**config.mk**
```make
export PLATFORM = sky130hd
export DESIGN_NAME = cart_bank_ctrl
export DESIGN_NICKNAME = d
export VERILOG_FILES = /design/src/rtl/cart_bank_pkg.sv /design/src/rtl/cbc_regs.sv /design/src/rtl/cbc_map.sv /design/src/rtl/cart_bank_ctrl.sv
export SDC_FILE = /design/constraint.sdc
export NUM_CORES = 1
export LEC_CHECK = 0
export BUFFER_PORTS_ARGS = -buffer_cell sky130_fd_sc_hd__buf_2
export CAP_MARGIN = 20
export CORE_MARGIN = 2
export CORE_UTILIZATION = 33
export CTS_BUF_LIST = sky130_fd_sc_hd__clkbuf_8
export DETAILED_ROUTE_END_ITERATION = 6
export PLACE_DENSITY_LB_ADDON = 0.25
export SLEW_MARGIN = 0
export SYNTH_ARGS = -nofsm -noshare
export SYNTH_HDL_FRONTEND = slang
export SYNTH_SLANG_ARGS = --single-unit
```
**constraint.sdc**
```tcl
create_clock -name clk_i -period 0.95 [get_ports clk_i]
set_input_delay 0 -clock clk_i [delete_from_list [all_inputs] [get_ports clk_i]]
set_output_delay 0 -clock clk_i [all_outputs]
set_load 0.02 [all_outputs]
```
**src/rtl/cart_bank_pkg.sv**
```systemverilog
package cart_bank_pkg;

  typedef enum logic [2:0] {
    WIN_RAMEN,
    WIN_ROMSEL,
    WIN_BANKSEL,
    WIN_LATCH,
    WIN_EXT,
    WIN_NONE
  } win_e;

  localparam logic [7:0] OPEN_BUS = 8'hFF;

  function automatic win_e decode_win(input logic [15:0] a);
    case (a[15:13])
      3'b000:  return WIN_RAMEN;
      3'b001:  return WIN_ROMSEL;
      3'b010:  return WIN_BANKSEL;
      3'b011:  return WIN_LATCH;
      3'b101:  return WIN_EXT;
      default: return WIN_NONE;
    endcase
  endfunction

endpackage

```
**src/rtl/cbc_regs.sv**
```systemverilog
module cbc_regs
  import cart_bank_pkg::*;
#(
  parameter int unsigned ROM_BANK_W = 7,
  parameter int unsigned RAM_BANK_W = 2,
  parameter int unsigned CLK_BASE   = 8,
  parameter int unsigned CLK_REGS   = 5,
  parameter logic [7:0]  ENABLE_KEY = 8'h0A
) (
  input  logic                  clk_i,
  input  logic                  rst_ni,
  input  win_e                  win_i,
  input  logic                  wr_i,
  input  logic [7:0]            wdata_i,
  output logic                  en_o,
  output logic [ROM_BANK_W-1:0] rom_bank_o,
  output logic [3:0]            sel_o
);
  localparam int unsigned NUM_RAM_BANKS = 1 << RAM_BANK_W;

  logic                  en_q;
  logic [ROM_BANK_W-1:0] rom_bank_q, bank_w;
  logic [3:0]            sel_q;
  logic                  sel_ok;

  assign bank_w = wdata_i[ROM_BANK_W-1:0];
  assign sel_ok = (wdata_i < 8'(NUM_RAM_BANKS)) ||
                  ((wdata_i >= 8'(CLK_BASE)) && (wdata_i < 8'(CLK_BASE + CLK_REGS)));

  always_ff @(posedge clk_i or negedge rst_ni) begin
    if (!rst_ni) begin
      en_q       <= 1'b0;
      rom_bank_q <= ROM_BANK_W'(1);
      sel_q      <= '0;
    end else if (wr_i) begin
      case (win_i)
        WIN_RAMEN:   en_q <= (wdata_i == ENABLE_KEY);
        WIN_ROMSEL:  rom_bank_q <= (bank_w == '0) ? ROM_BANK_W'(1) : bank_w;
        WIN_BANKSEL: if (sel_ok) sel_q <= wdata_i[3:0];
        default: ;
      endcase
    end
  end

  assign en_o       = en_q;
  assign rom_bank_o = rom_bank_q;
  assign sel_o      = sel_q;

  assert_bank_zero_remap_R3: assert property (@(posedge clk_i) disable iff (!rst_ni)
    (wr_i && win_i == WIN_ROMSEL && wdata_i[ROM_BANK_W-1:0] == '0) |=> rom_bank_q == ROM_BANK_W'(1));

  assert_key_mismatch_closes_R4: assert property (@(posedge clk_i) disable iff (!rst_ni)
    (wr_i && win_i == WIN_RAMEN && wdata_i != ENABLE_KEY) |=> !en_q);

  assert_bad_sel_ignored_R7: assert property (@(posedge clk_i) disable iff (!rst_ni)
    (wr_i && win_i == WIN_BANKSEL && wdata_i >= 8'(CLK_BASE + CLK_REGS)) |=> $stable(sel_q));

  assert_latch_no_side_R8: assert property (@(posedge clk_i) disable iff (!rst_ni)
    (wr_i && win_i == WIN_LATCH) |=> ($stable(rom_bank_q) && $stable(sel_q) && $stable(en_q)));

endmodule

```
**src/rtl/cbc_map.sv**
```systemverilog
module cbc_map
  import cart_bank_pkg::*;
#(
  parameter int unsigned ROM_BANK_W = 7,
  parameter int unsigned RAM_BANK_W = 2,
  parameter int unsigned CLK_BASE   = 8,
  parameter int unsigned CLK_IDX_W  = 3,
  localparam int unsigned ROM_ADDR_W = ROM_BANK_W + 14,
  localparam int unsigned RAM_ADDR_W = RAM_BANK_W + 13
) (
  input  logic                  clk_i,
  input  logic                  rst_ni,
  input  logic [15:0]           addr_i,
  input  logic                  wr_i,
  input  win_e                  win_i,
  input  logic                  en_i,
  input  logic [ROM_BANK_W-1:0] rom_bank_i,
  input  logic [3:0]            sel_i,
  input  logic [7:0]            ram_rdata_i,
  input  logic [7:0]            clk_rdata_i,
  output logic [ROM_ADDR_W-1:0] rom_addr_o,
  output logic [RAM_ADDR_W-1:0] ram_addr_o,
  output logic                  ram_en_o,
  output logic                  ram_we_o,
  output logic [CLK_IDX_W-1:0]  clk_sel_o,
  output logic                  clk_we_o,
  output logic [7:0]            rdata_o
);
  logic                  ext_hit, clk_mode;
  logic [ROM_BANK_W-1:0] eff_bank;
  logic [3:0]            clk_off;

  assign ext_hit  = en_i && (win_i == WIN_EXT);
  assign clk_mode = (sel_i >= 4'(CLK_BASE));
  assign clk_off  = sel_i - 4'(CLK_BASE);

  // lower ROM window is hard-wired to bank 0
  assign eff_bank   = (addr_i[15:14] == 2'b01) ? rom_bank_i : '0;
  assign rom_addr_o = {eff_bank, addr_i[13:0]};

  assign ram_addr_o = {sel_i[RAM_BANK_W-1:0], addr_i[12:0]};
  assign ram_en_o   = ext_hit && !clk_mode;
  assign ram_we_o   = ram_en_o && wr_i;
  assign clk_sel_o  = clk_mode ? clk_off[CLK_IDX_W-1:0] : '0;
  assign clk_we_o   = ext_hit && clk_mode && wr_i;

  always_comb begin
    if (!ext_hit)      rdata_o = OPEN_BUS;
    else if (clk_mode) rdata_o = clk_rdata_i;
    else               rdata_o = ram_rdata_i;
  end

  assert_rom_low_bank0_R2: assert property (@(posedge clk_i) disable iff (!rst_ni)
    (addr_i[15:14] == 2'b00) |-> (rom_addr_o[ROM_ADDR_W-1:14] == '0));

  assert_closed_window_R4: assert property (@(posedge clk_i) disable iff (!rst_ni)
    (win_i == WIN_EXT && !en_i) |-> (rdata_o == OPEN_BUS && !ram_we_o && !clk_we_o && !ram_en_o));

  assert_clock_mode_no_ram_R6: assert property (@(posedge clk_i) disable iff (!rst_ni)
    (en_i && win_i == WIN_EXT && sel_i >= 4'(CLK_BASE)) |-> (!ram_en_o && rdata_o == clk_rdata_i));

  assert_outside_open_bus_R9: assert property (@(posedge clk_i) disable iff (!rst_ni)
    (addr_i[15:13] != 3'b101) |-> (rdata_o == OPEN_BUS && !ram_en_o && !clk_we_o));

endmodule

```
**src/rtl/cart_bank_ctrl.sv**
```systemverilog
module cart_bank_ctrl
  import cart_bank_pkg::*;
#(
  parameter int unsigned ROM_BANK_W = 7,
  parameter int unsigned RAM_BANK_W = 2,
  parameter int unsigned CLK_BASE   = 8,
  parameter int unsigned CLK_REGS   = 5,
  parameter logic [7:0]  ENABLE_KEY = 8'h0A,
  localparam int unsigned ROM_ADDR_W = ROM_BANK_W + 14,
  localparam int unsigned RAM_ADDR_W = RAM_BANK_W + 13,
  localparam int unsigned CLK_IDX_W  = $clog2(CLK_REGS)
) (
  input  logic                  clk_i,
  input  logic                  rst_ni,
  input  logic [15:0]           cpu_addr_i,
  input  logic [7:0]            cpu_wdata_i,
  input  logic                  cpu_wr_i,
  output logic [7:0]            cpu_rdata_o,
  output logic [ROM_ADDR_W-1:0] rom_addr_o,
  output logic [RAM_ADDR_W-1:0] ram_addr_o,
  output logic                  ram_en_o,
  output logic                  ram_we_o,
  input  logic [7:0]            ram_rdata_i,
  output logic [CLK_IDX_W-1:0]  clk_sel_o,
  output logic                  clk_we_o,
  input  logic [7:0]            clk_rdata_i,
  output logic                  latch_wr_o
);
  win_e                  win;
  logic                  en;
  logic [ROM_BANK_W-1:0] rom_bank;
  logic [3:0]            sel;

  assign win        = decode_win(cpu_addr_i);
  assign latch_wr_o = cpu_wr_i && (win == WIN_LATCH);

  cbc_regs #(
    .ROM_BANK_W(ROM_BANK_W), .RAM_BANK_W(RAM_BANK_W),
    .CLK_BASE(CLK_BASE), .CLK_REGS(CLK_REGS), .ENABLE_KEY(ENABLE_KEY)
  ) u_regs (
    .clk_i, .rst_ni,
    .win_i(win), .wr_i(cpu_wr_i), .wdata_i(cpu_wdata_i),
    .en_o(en), .rom_bank_o(rom_bank), .sel_o(sel)
  );

  cbc_map #(
    .ROM_BANK_W(ROM_BANK_W), .RAM_BANK_W(RAM_BANK_W),
    .CLK_BASE(CLK_BASE), .CLK_IDX_W(CLK_IDX_W)
  ) u_map (
    .clk_i, .rst_ni,
    .addr_i(cpu_addr_i), .wr_i(cpu_wr_i), .win_i(win), .en_i(en),
    .rom_bank_i(rom_bank), .sel_i(sel),
    .ram_rdata_i, .clk_rdata_i,
    .rom_addr_o, .ram_addr_o, .ram_en_o, .ram_we_o,
    .clk_sel_o, .clk_we_o, .rdata_o(cpu_rdata_o)
  );

  assert_latch_strobe_R8: assert property (@(posedge clk_i) disable iff (!rst_ni)
    latch_wr_o |-> (!ram_we_o && !clk_we_o));

endmodule

```
==> metrics.md <==
| Metric | Value |
|---|---|
| Status | finished with violations |
| Violated checks | negative setup slack |
| Drt wl/cell | 13.1 um |
| Area of the mapped netlist | 960 sq um |
| Synth Flop Type | dfrtp_1 |
| Max stage delay on crit path | roughly 0.34 ns |
| Worst reg-to-reg setup slack | 0.07 ns |
| Pleak | 0.703 nW |
| Worst Path Required | 0.95 ns |
| Die Y | between 50 and 60 um |
| All-Layer GR Usage | 0.136 |
| Slew Limit Fails | 0 |
| Clk_lat worst skew | 0.24 ns |
| Synth-to-Final Area Change | 47.8% |
| Routed WL | 2230 um |
| Area leader, netlist | dfrtp_1 |
| Synth Instances | 99 |
| Die Span X | 57.9 um |
| Endpoint with the worst hold slack | ram_addr_o[11] |
| Largest net degree at the start of global routing | 13 |
| Post-Syn Nets | 142 |
| RSZ-0062 raised after global routing | yes |
| Max stage delay cell, worst path | dfrtp_1 |
| Post-DP HPWL | 1820 um |
| GPL Wtd Cong | 0.736 |
| Initial DRC count | 5 |
| Vias post-DR | 818 |
| First-pass iteration count of the detailed router | 2 |
| Most common cell in the synthesized netlist | buf_4 |
| Worst setup margin | -0.391 ns |
| Initial antenna violation count | 0 |
| Vias per std cell | 4.78 |
| Crit Path Max Fanout | 9 |
| Arr. time, crit path | ~1.3 ns |
| Clock root cell | clkbuf_8 |
| Post-synth cell types | 24 |
| Reg2Reg Capture Point | u_regs.sel_o[3] |
| First-pass GRT wire length | 3590 um |
| Hold crit path type | primary input to output port |
| Avg Inst Size Synth | 9.69 sq um |
| Net count, final | 184 |
| Max VDD drop | 1180 uV |
| R2r startpoint | u_regs.sel_o[3] |
| Pwr dens | 1090 mW/mm^2 |
| Initial Util | 0.348 |
| Layout cells sized above 1 | 0.736 |
| Worst-case clock buffer depth | 2 |
| Fin cells | 171 |
| Cells on worst reg2reg path | 2 |
| Asr flop ratio synth | 1.00 |
| CP Class | flip-flop to output port |
| Final min period | 1.34 ns |
| Clock Skews | 0 ns |
| Synth Register Bits | 12 |
| Crit end category | output port |
| H-tree depth | 1 |
| CTS Sinks | 12 |
| Bufs and invs on worst path | 1 |
| Top cells by area, synth | dfrtp_1 29%, buf_4 23%, mux2_2 11% |
| Clock-pin slew on the worst setup and hold paths | around 0.050 ns |
| ANT cells | 0 |
| Core area | 0.00276 sq mm |
| Post-synthesis sequential area ratio | 0.314 |
| Slew @ Worst Pin | 0.288 ns |
| I/O Buffers | 54 |
| Die area | roughly 0.0034 sq mm |
| Placement Cell Area | roughly 0.0012 sq mm |
| Hold Path Depth | 0 |
| Hold path startpoint | cpu_addr_i[11] |
| FP Rows | 19 |
| Max-cap viol count | 0 |
| GRT overflow | 0 |
| Maximum operating frequency | around 750 MHz |
| DRC | 0 |
| EDFF count, synth | 0 |
| Post-synth top area share | 0.287 |
| CP delay by family, top | simple AND/OR/NAND/NOR gates |
| Post-route cell area | 0.00142 sq mm |
| Final antenna-violating net count | 0 |
| Vias in the first global route | 829 |
| Final Setup Violations | 15 |
| CP Launch Type | flip-flop |
| I/O pin count | 94 |
| Sequence of cells on the critical path | nand4b_1 -> or2_4 -> o22a_4 -> buf_6 |
| Placed Cells | 166 |
| Synth warn | 0 |
| Clock tree from TritonCTS | built |
| CTS Buf Count | 3 |
| Fin. Hold Viols | 0 |
| Fillers | 264 |
| Slew headroom | 0.805 |
| Tcrit/Tclk final | 1.41 |
| Top cells by count, synth | 29 x buf_4, 11 x dfrtp_1, 10 x and2_1 |
[power by group]
part | total, W | internal, W | switching, W | leakage, nW
registers | 0.000626 | 0.000594 | 0.0000320 | 0.151
logic | 0.000368 | 0.000201 | 0.000167 | 0.523
clock network | 0.000555 | 0.000366 | 0.000188 | 0.0288
total | 0.00155 | 0.00116 | 0.000387 | 0.703
[stage by stage]
stage	hold WS, ns	total power (W)	setup TNS (ns)	setup slack, ns	utilization
6_report	0.0000154	0.00155	-4.05	-0.391	0.515
5_1_grt	0.0000466	0.00164	-5.01	-0.466	0.515
4_1_cts	0.000200	0.00156	-4.31	-0.407	0.496
3_5_place_dp	-0.102	0.000978	-3.08	-0.243	0.446
3_3_place_gp	-0.110	0.000969	-2.85	-0.207	0.446
2_1_floorplan	-0.296	0.000957	-0.466	-0.0539	-
[kinds of logic (layout without fill, tap and decap cells)]
kind of cell / Yosys count / in the layout / synth area share
DFF: 12 / 12 / 0.314
and+or+nand+nor: 28 / 28 / 0.196
buffers and inverters: 36 / 77 / 0.258
muxes: 9 / 9 / 0.106
AOI/OAI and AO/OA: 14 / 14 / 0.126
[routing by layer]
| metal | GRT usage | vias up | part of all wire |
|---|---|---|---|
| met5 | 0 | - | 0 |
| met1 | 0.154 | 363 | 0.39 |
| met4 | 0.0432 | 0 | 0.0085 |
| met2 | 0.244 | 55 | 0.49 |
| li1 | - | 396 | - |
| met3 | 0.0402 | 4 | 0.12 |
[placed cells by master, fill, tap and decap left out, types with 2 or more instances in the layout]
master     n
a21oi_1    2
and2_1     6
and2_4     4
buf_2     38
buf_4     13
buf_6     17
clkbuf_8   4
dfrtp_1   11
inv_1      4
mux2_2     6
mux2_4     3
nor2_1     2
nor2_2     2
nor2b_1    2
nor3_1     2
nor4bb_1   2
o22a_4     8
[worst reg2reg max path, cell delays in order (launching register included)]
cell	delay (ns)
dfrtp_1	0.38
buf_6	0.13
mux2_4	0.25
[repair_timing]
action	CTS	global route
setup buffers	1	1
setup endpoints to repair	15	18
gates resized for setup	28	14
hold endpoints to repair	12	0
hold buffers	1	0
pin swaps	1	2
[flip-flops by register name, indices dropped and copies added (netlist names)]
signal / cells
u_regs.en_o: 1
u_regs.sel_o: 4
u_regs.rom_bank_o: 7
[final cells by class]
type                    instances  area (sq um)  area share
multi-input cells              51           519       0.366
repair buffers                 69           489       0.345
flip-flops and latches         12           302       0.213
clock buffers                   4          55.1      0.0388
well taps                      31          38.8      0.0273
inverters                       4          15.0      0.0106
[how the worst max path moves through the flow]
stage	to	depth (start not counted)	start	slack, ns
detailed placement	u_regs.sel_o[0]	4	cpu_wdata_i[5]	-0.24
finish	cpu_rdata_o[5]	4	u_regs.en_o	-0.39
CTS	cpu_rdata_o[5]	4	u_regs.en_o	-0.41
global route	cpu_rdata_o[7]	4	u_regs.en_o	-0.47
global placement	u_regs.sel_o[3]	4	cpu_wdata_i[5]	-0.21
floorplan	u_regs.sel_o[0]	3	cpu_wdata_i[5]	-0.05
No activity file was read; power rests on OpenSTA's default activity.
